[config.mk]
export PLATFORM = sky130hd
export DESIGN_NAME = bus_addr_decoder
export DESIGN_NICKNAME = d
export VERILOG_FILES = /design/src/rtl/addr_dec_pkg.sv /design/src/rtl/addr_region_map.sv /design/src/rtl/xfer_span_decode.sv /design/src/rtl/xfer_sequencer.sv /design/src/rtl/chip_select_drive.sv /design/src/rtl/bus_addr_decoder.sv
export SDC_FILE = /design/constraint.sdc
export NUM_CORES = 1
export LEC_CHECK = 0
export BUFFER_PORTS_ARGS = -buffer_cell sky130_fd_sc_hd__buf_4
export CORE_MARGIN = 1.5
export CORE_UTILIZATION = 49
export DETAILED_ROUTE_END_ITERATION = 8
export PLACE_DENSITY = 0.74
export SETUP_SLACK_MARGIN = 0.3
export SLEW_MARGIN = 20
export SYNTH_ARGS = -nofsm -noshare
export SYNTH_HDL_FRONTEND = slang
export SYNTH_SLANG_ARGS = --single-unit
export TNS_END_PERCENT = 100
[constraint.sdc]
create_clock -name clk -period 2.23 [get_ports clk]
set_input_delay 0.3345 -clock clk [delete_from_list [all_inputs] [get_ports clk]]
set_output_delay 0.3345 -clock clk [all_outputs]
set_load 0.01 [all_outputs]
[src/rtl/addr_dec_pkg.sv]
package addr_dec_pkg;

  localparam int unsigned NUM_TGT = 5;
  localparam int unsigned TGT_W   = 3;

  // Target codes: code i drives select bit i; TGT_NONE selects nothing.
  typedef enum logic [TGT_W-1:0] {
    TGT_ROM1  = 3'd0,
    TGT_RAM   = 3'd1,
    TGT_ROM2  = 3'd2,
    TGT_PERA  = 3'd3,
    TGT_PERB  = 3'd4,
    TGT_NONE  = 3'd5
  } tgt_e;

endpackage

[src/rtl/addr_region_map.sv]
module addr_region_map
  import addr_dec_pkg::*;
#(
  parameter int unsigned ADDR_W      = 24,
  parameter bit          FULL_DECODE = 1'b1
) (
  input  logic [ADDR_W-1:0] addr,
  output tgt_e              region
);

  generate
    if (FULL_DECODE) begin : g_full
      // Every address bit above the region offset must match.
      always_comb begin
        if ((addr >> 11) == '0) begin
          region = TGT_ROM1;
        end else if ((addr >> 11) == ADDR_W'(1)) begin
          region = TGT_RAM;
        end else if ((addr >> 13) == ADDR_W'(2)) begin
          region = TGT_ROM2;
        end else if ((addr >> 1) == ADDR_W'(16'h4000)) begin
          region = TGT_PERA;
        end else if ((addr >> 1) == ADDR_W'(16'h4001)) begin
          region = TGT_PERB;
        end else begin
          region = TGT_NONE;
        end
      end
    end else begin : g_part
      // Only the top bits take part; the space is covered with aliases.
      always_comb begin
        unique case (addr[ADDR_W-1 -: 2])
          2'b00:   region = addr[ADDR_W-3] ? TGT_RAM : TGT_ROM1;
          2'b01:   region = TGT_ROM2;
          2'b10:   region = TGT_PERA;
          default: region = TGT_PERB;
        endcase
      end
    end
  endgenerate

endmodule

[src/rtl/xfer_span_decode.sv]
module xfer_span_decode
  import addr_dec_pkg::*;
#(
  parameter int unsigned ADDR_W      = 24,
  parameter int unsigned SIZE_W      = 2,
  parameter bit          FULL_DECODE = 1'b1
) (
  input  logic [ADDR_W-1:0] addr,
  input  logic [SIZE_W-1:0] size,
  output tgt_e              region
);

  localparam int unsigned SPAN_W = ADDR_W + 1;

  logic [SPAN_W-1:0] last_byte;
  logic [ADDR_W-1:0] last_addr;
  logic              wrap;
  tgt_e              first_reg;
  tgt_e              last_reg;

  always_comb begin
    last_byte = {1'b0, addr} + (SPAN_W'(1) << size) - SPAN_W'(1);
    last_addr = last_byte[ADDR_W-1:0];
    wrap      = last_byte[ADDR_W];
  end

  addr_region_map #(
    .ADDR_W      (ADDR_W),
    .FULL_DECODE (FULL_DECODE)
  ) u_first (
    .addr   (addr),
    .region (first_reg)
  );

  addr_region_map #(
    .ADDR_W      (ADDR_W),
    .FULL_DECODE (FULL_DECODE)
  ) u_last (
    .addr   (last_addr),
    .region (last_reg)
  );

  always_comb begin
    if (wrap || (first_reg != last_reg)) begin
      region = TGT_NONE;
    end else begin
      region = first_reg;
    end
  end

endmodule

[src/rtl/xfer_sequencer.sv]
module xfer_sequencer
  import addr_dec_pkg::*;
#(
  parameter int unsigned                 CNT_W    = 3,
  parameter logic [NUM_TGT*CNT_W-1:0]    WAIT_VEC = '0
) (
  input  logic clk,
  input  logic rst_n,
  input  logic req,
  input  tgt_e region_in,
  output logic busy,
  output tgt_e region_q,
  output logic ready
);

  typedef enum logic {ST_IDLE, ST_BUSY} st_e;

  st_e              st_q, st_d;
  tgt_e             reg_d;
  logic [CNT_W-1:0] cnt_q, cnt_d;
  logic             cnt_en;
  logic             reg_en;

  function automatic logic [CNT_W-1:0] wait_of(input tgt_e r);
    if (r == TGT_NONE) begin
      return '0;
    end
    return WAIT_VEC[int'(r)*CNT_W +: CNT_W];
  endfunction

  // Next-state logic
  always_comb begin
    st_d   = st_q;
    reg_d  = region_q;
    cnt_d  = cnt_q;
    cnt_en = 1'b0;
    reg_en = 1'b0;
    unique case (st_q)
      ST_IDLE: begin
        if (req) begin
          st_d   = ST_BUSY;
          reg_d  = region_in;
          reg_en = 1'b1;
          cnt_d  = wait_of(region_in);
          cnt_en = 1'b1;
        end
      end
      default: begin
        if (cnt_q == '0) begin
          st_d = ST_IDLE;
        end else begin
          cnt_d  = cnt_q - CNT_W'(1);
          cnt_en = 1'b1;
        end
      end
    endcase
  end

  // State registers
  always_ff @(posedge clk or negedge rst_n) begin
    if (!rst_n) begin
      st_q     <= ST_IDLE;
      region_q <= TGT_NONE;
      cnt_q    <= '0;
    end else begin
      st_q <= st_d;
      if (reg_en) begin
        region_q <= reg_d;
      end
      if (cnt_en) begin
        cnt_q <= cnt_d;
      end
    end
  end

  assign busy  = (st_q == ST_BUSY);
  assign ready = busy && (cnt_q == '0);

  AST_CNT_DOWN: assert property (@(posedge clk) disable iff (!rst_n)
    (busy && cnt_q != '0) |=> (busy && cnt_q == $past(cnt_q) - CNT_W'(1)));
  AST_READY_PULSE: assert property (@(posedge clk) disable iff (!rst_n)
    ready |=> !ready);
  AST_REGION_HOLD: assert property (@(posedge clk) disable iff (!rst_n)
    (busy && !ready) |=> (busy && $stable(region_q)));

endmodule

[src/rtl/chip_select_drive.sv]
module chip_select_drive
  import addr_dec_pkg::*;
#(
  parameter int unsigned N_SEL = NUM_TGT
) (
  input  logic             clk,
  input  logic             rst_n,
  input  logic             busy,
  input  tgt_e             region,
  output logic [N_SEL-1:0] cs_n
);

  generate
    for (genvar gi = 0; gi < N_SEL; gi++) begin : g_sel
      assign cs_n[gi] = ~(busy && (region == TGT_W'(gi)));
    end
  endgenerate

  AST_ONE_SELECT: assert property (@(posedge clk) disable iff (!rst_n)
    $onehot0(~cs_n));
  AST_IDLE_NO_SELECT: assert property (@(posedge clk) disable iff (!rst_n)
    !busy |-> (&cs_n));

endmodule

[src/rtl/bus_addr_decoder.sv]
module bus_addr_decoder
  import addr_dec_pkg::*;
#(
  parameter int unsigned ADDR_W      = 24,
  parameter int unsigned DATA_W      = 16,
  parameter int unsigned SIZE_W      = 2,
  parameter bit          FULL_DECODE = 1'b1,
  parameter int unsigned WAIT_ROM1   = 2,
  parameter int unsigned WAIT_RAM    = 0,
  parameter int unsigned WAIT_ROM2   = 3,
  parameter int unsigned WAIT_PERA   = 1,
  parameter int unsigned WAIT_PERB   = 4
) (
  input  logic                clk,
  input  logic                rst_n,
  input  logic [ADDR_W-1:0]   bus_addr,
  input  logic                bus_rd,
  input  logic                bus_wr,
  input  logic [SIZE_W-1:0]   bus_size,
  input  logic [DATA_W-1:0]   tgt_rdata,
  output logic [NUM_TGT-1:0]  cs_n,
  output logic                bus_ready,
  output logic [DATA_W-1:0]   bus_rdata
);

  localparam int unsigned MAX_A    = (WAIT_ROM1 > WAIT_RAM)  ? WAIT_ROM1 : WAIT_RAM;
  localparam int unsigned MAX_B    = (WAIT_ROM2 > WAIT_PERA) ? WAIT_ROM2 : WAIT_PERA;
  localparam int unsigned MAX_C    = (MAX_A > MAX_B) ? MAX_A : MAX_B;
  localparam int unsigned MAX_WAIT = (MAX_C > WAIT_PERB) ? MAX_C : WAIT_PERB;
  localparam int unsigned CNT_W    = (MAX_WAIT < 1) ? 1 : $clog2(MAX_WAIT + 1);
  localparam logic [NUM_TGT*CNT_W-1:0] WAIT_VEC = {
    CNT_W'(WAIT_PERB), CNT_W'(WAIT_PERA), CNT_W'(WAIT_ROM2),
    CNT_W'(WAIT_RAM),  CNT_W'(WAIT_ROM1)
  };

  logic [1:0] rst_pipe_q;
  logic       rst_core_n;
  tgt_e       dec_region;
  tgt_e       region_q;
  logic       busy;
  logic       req;

  // Reset: asserted asynchronously, released on a clock edge.
  always_ff @(posedge clk or negedge rst_n) begin
    if (!rst_n) begin
      rst_pipe_q <= '0;
    end else begin
      rst_pipe_q <= {rst_pipe_q[0], 1'b1};
    end
  end
  assign rst_core_n = rst_pipe_q[1];

  assign req = bus_rd | bus_wr;

  xfer_span_decode #(
    .ADDR_W      (ADDR_W),
    .SIZE_W      (SIZE_W),
    .FULL_DECODE (FULL_DECODE)
  ) u_span (
    .addr   (bus_addr),
    .size   (bus_size),
    .region (dec_region)
  );

  xfer_sequencer #(
    .CNT_W    (CNT_W),
    .WAIT_VEC (WAIT_VEC)
  ) u_seq (
    .clk       (clk),
    .rst_n     (rst_core_n),
    .req       (req),
    .region_in (dec_region),
    .busy      (busy),
    .region_q  (region_q),
    .ready     (bus_ready)
  );

  chip_select_drive #(
    .N_SEL (NUM_TGT)
  ) u_cs (
    .clk    (clk),
    .rst_n  (rst_core_n),
    .busy   (busy),
    .region (region_q),
    .cs_n   (cs_n)
  );

  always_comb begin
    if (busy && (region_q != TGT_NONE)) begin
      bus_rdata = tgt_rdata;
    end else begin
      bus_rdata = '0;
    end
  end

  AST_UNMAPPED_ZERO: assert property (@(posedge clk) disable iff (!rst_core_n)
    (bus_ready && (&cs_n)) |-> (bus_rdata == '0));
  AST_SELECTED_PASS: assert property (@(posedge clk) disable iff (!rst_core_n)
    (!(&cs_n)) |-> (bus_rdata == tgt_rdata));
  AST_READY_NEEDS_BUSY: assert property (@(posedge clk) disable iff (!rst_core_n)
    $rose(bus_ready) |-> $past(req));

endmodule

==> reports/results.env <==
FINAL_DESIGN_AREA_NO_FILL_MM2=0.00441
SYNTH.YOSYS.SEQ_AREA_SHARE=0.0836
SYNTH_TOP_FLOP_CELL='sky130_fd_sc_hd__dfrtp_1'
CP-START-KIND='primary input'
HOLD_VIOL_FINAL=0
MULTI_INPUT_COMB_AREA_MM2=0.00244
ROW_COUNT=26
GRT_PASS1_WL_UM=14800
DRTITER0DRC=207
ANTENNA_FOUND_INITIAL=0
MAX_BUFFERS_ROOT_TO_SINK=2
INTERNAL_POWER_mW=0.977
YS_SEQ_ELEMENTS=9
CLK_PIN_SLEW_WORST_PATHS_PS=50
FINAL_CELL_COUNT_NO_FILL=636
P_COMB_FRAC=0.745
DRC_VIOLATIONS=0
LAYOUT_SETUP_WS_PS=-1490
FIRST_PASS_ITERS=5
NETLIST.AREA_LEADER.SHARE=0.174
P_LEAK_nW=2.25
REGAREA_UM2=228
CLOCK_SINKS=9
FLOORPLAN.INITIALDENSITY=0.520
CTS_BUFFERS=3
MAPPEDNETLISTAREA_MM2=0.00273
POWER.DENSITY_mW_PER_MM2=392
NUM_ANTENNA_CELLS=0
YOSYSUNIQUECELLTYPES=71
HP-CLASS='reg2async'
LAYOUT_COMMONEST_CELL='sky130_fd_sc_hd__buf_4'
GRTUSAGEMET2=0.546
MET3_USAGE=0.0412
FIN_CRIT_SH=1.67
WORST_ENDPOINT_REQUIRED_TIME_PS=2390
SYNTH-EDFF-COUNT=0
R2R_START='u_seq.cnt_q[0]'
ROUTED-VIA-COUNT=3566
IOS=68
MAXCAPVIOLCOUNT=0
TRANSITION_TIME_OF_THE_TIGHTEST_SLEW_CHECK_PIN_PS=481
LAYOUT_COMMON_CELLS='sky130_fd_sc_hd__buf_4, sky130_fd_sc_hd__inv_1, sky130_fd_sc_hd__ha_1, sky130_fd_sc_hd__nand2_1, sky130_fd_sc_hd__nor2_1'
SHARE_OF_POST_ROUTE_CELLS_WITH_DRIVE_STRENGTH_ABOVE_1=0.408
GRT_PASS1_VIAS=3422
FLOORPLAN.DIE_AREA_MM2=0.00602
FIN_SKEW_PS=4.44
SYNTH_WARNINGS=0
CLKPWRFRAC=0.111
GRTUSAGEMET1=0.365
FFS_W_ASYNC_S_R_SYNTH=1.00
REPORTED_NET_SWITCHING_POWER_mW=0.751
ROUTED_WL_UM=9440
HTREE_NUM_LEVELS=1
GLOBAL_ROUTE.OVERFLOW_TOTAL=0
PART_OF_THE_POWER_IN_REGISTERS=0.144
CRITPATHCAPTURETYPE='register'
FP.COREAREA_MM2=0.00524
AREAGROWTHSYNTHTOFINISH_PCT=61.8
SYNTHESIZED_AREA_DIVIDED_BY_SYNTHESIZED_CELL_COUNT_UM2=7.15
PLACE_HPWL_UM=7610
REPORT.FINAL.SETUP_VIOL=6
CLOCK_TREE_FROM_TRITONCTS='yes'
WORSTPATHARRIVAL_PS=3880
GRT_MAX_DEGREE=17
PERIOD_NEEDED_PS=3720
GRT_UTIL_ALL_LAYERS=0.304
GP_CONGESTION=0.895
DP_WORST_SETUP_SLACK_PS=-1840
RELSLEWSLACK=0.675
VIOLATIONS='negative setup slack'
GRT.BUSIEST_LAYER='met2'
R2R_SETUP_SLACK_PS=290
DIEWIDTH_UM=77.6
WORSTSKEWPAIRLATENCY_PS=240
MAX_CLOCK_FREQ_GHz=0.269
FINALNETCOUNT=652
POWER.SHARE.SWITCHING=0.435
ROUTE.DETAILED.VIAS_PER_INST=5.61
DRTANTENNAVIOLNETS=0
POWER.IR.VDD_WORST_mV=0.276
COUNT_OF_FINAL_MAX_SLEW_CHECK_FAILURES=0
R2R_END='u_seq.cnt_q[0]'
COUNT_OF_INPUT_AND_OUTPUT_BUFFERS=67
CRITICALPATHCATEGORY='in2reg'
NETS_IN_THE_SYNTHESIZED_NETLIST=466
RSZ_0062_RAISED_AFTER_GLOBAL_ROUTING='yes'
CTS_ROOT_BUFFER='sky130_fd_sc_hd__clkbuf_8'
FILLERS=329
DPL-INSTANCE-AREA_MM2=0.00417
CRIT_FANOUT=3
SYN-INSTANCE-COUNT=381
NETLIST_TOP_CELLS_AREA='sky130_fd_sc_hd__ha_1, sky130_fd_sc_hd__inv_1, sky130_fd_sc_hd__dfrtp_1, sky130_fd_sc_hd__a21oi_1, sky130_fd_sc_hd__and2_1'
SYNTH_LARGEST_AREA_CELL='sky130_fd_sc_hd__ha_1'
WORST_R2R_PATH_DEPTH=9
ROUTED_WIRE_LENGTH_PER_INSTANCE_UM=14.8
RUN_STATUS='finished, violations left'
DIE-HEIGHT_UM=77.6
PLACE.DETAILED.INSTANCES=623
[synthesized netlist by cell type, drive strengths merged (2+ instances only)]
cell type,n
nand3,7
o21ai,27
a31oi,5
xor2,3
nand4,4
o22ai,2
a21o,5
a21oi,24
or4b,2
xnor2,7
o211ai,6
nand4b,2
a32oi,2
o41ai,2
nand2,28
or2,2
o2111ai,4
o31ai,6
nor2b,16
dfrtp,7
inv,49
nand3b,2
a211o,2
and2,19
mux2i,5
nor4,6
clkbuf,6
nor4bb,2
and3,6
nor3,6
buf,2
o21bai,5
nor2,29
nand2b,8
or3,3
dfstp,2
ha,38
a211oi,4
[power by group through the flow]
stage / clock network (mW) / logic [mW] / registers, mW
2_1_floorplan: 0 / 0.683 / 0.240
3_3_place_gp: 0 / 1.11 / 0.246
3_5_place_dp: 0 / 1.16 / 0.248
4_1_cts: 0.188 / 1.23 / 0.245
5_1_grt: 0.201 / 1.40 / 0.256
6_report: 0.192 / 1.29 / 0.248
[registers in the layout, summed over array words and instances, names as in the netlist]
register        count
rst_pipe_q          2
u_seq.busy          1
u_seq.cnt_q         3
u_seq.region_q      3
[kinds of logic after synthesis]
family,synth area share
compound gates,0.285
fa+ha+maj,0.182
buf+inv,0.0794
mux,0.0225
other cells,0.00138
simple gates,0.315
xor+xnor,0.0321
flops,0.0836
[metal layers]
metal	vias to the layer above	share of wire
li1	1744	-
met2	149	0.48
met1	1635	0.43
met3	38	0.058
met4	0	0.032
met5	-	0
[how the worst max path moves through the flow]
stage / cells after the start / end / from / slack [ps]
4_1_cts: 16 / u_seq.region_q[0] / bus_size[1] / -1380
2_1_floorplan: 15 / u_seq.region_q[0] / bus_size[1] / -1480
3_5_place_dp: 17 / u_seq.cnt_q[1] / bus_size[1] / -1840
3_3_place_gp: 16 / u_seq.region_q[0] / bus_size[1] / -1670
6_report: 16 / u_seq.region_q[0] / bus_size[1] / -1490
5_1_grt: 17 / u_seq.region_q[0] / bus_size[1] / -1570
[critical path: stages]
cell and delay, ps:
sky130_fd_sc_hd__buf_6 90, sky130_fd_sc_hd__nand2b_4 130, sky130_fd_sc_hd__ha_4 260, sky130_fd_sc_hd__inv_2 40
sky130_fd_sc_hd__ha_4 150, sky130_fd_sc_hd__fa_2 340, sky130_fd_sc_hd__and3_4 170, sky130_fd_sc_hd__buf_4 130
sky130_fd_sc_hd__o2111ai_1 240, sky130_fd_sc_hd__a311o_1 210, sky130_fd_sc_hd__o211ai_1 110, sky130_fd_sc_hd__a2111o_1 390
sky130_fd_sc_hd__o31ai_1 350, sky130_fd_sc_hd__nor4b_4 320, sky130_fd_sc_hd__nand4_1 260, sky130_fd_sc_hd__o32a_1 350
[metrics by stage]
stage	TNS (ps)	utilization	hold WS (ps)	total power, mW
3_3_place_gp	-9680	0.796	109	1.36
3_5_place_dp	-10430	0.796	107	1.41
5_1_grt	-9020	0.842	128	1.86
4_1_cts	-8120	0.831	111	1.66
2_1_floorplan	-8440	-	38.9	0.924
6_report	-8380	0.842	103	1.73
[what timing repair did]
action,in CTS,in global routing
pin swaps,19,9
gates resized for setup,15,7
hold buffers,1,0
endpoints found under the setup margin,7,16
hold endpoints to repair,2,0
setup buffers,6,2
[layout make-up]
class                   instances  area share
repair buffers                189       0.324
flip-flops and latches          9      0.0516
multi-input cells             315       0.552
inverters                      49      0.0417
well taps                      70      0.0199
clock buffers                   4      0.0102
No activity file was read; power rests on OpenSTA's default activity.
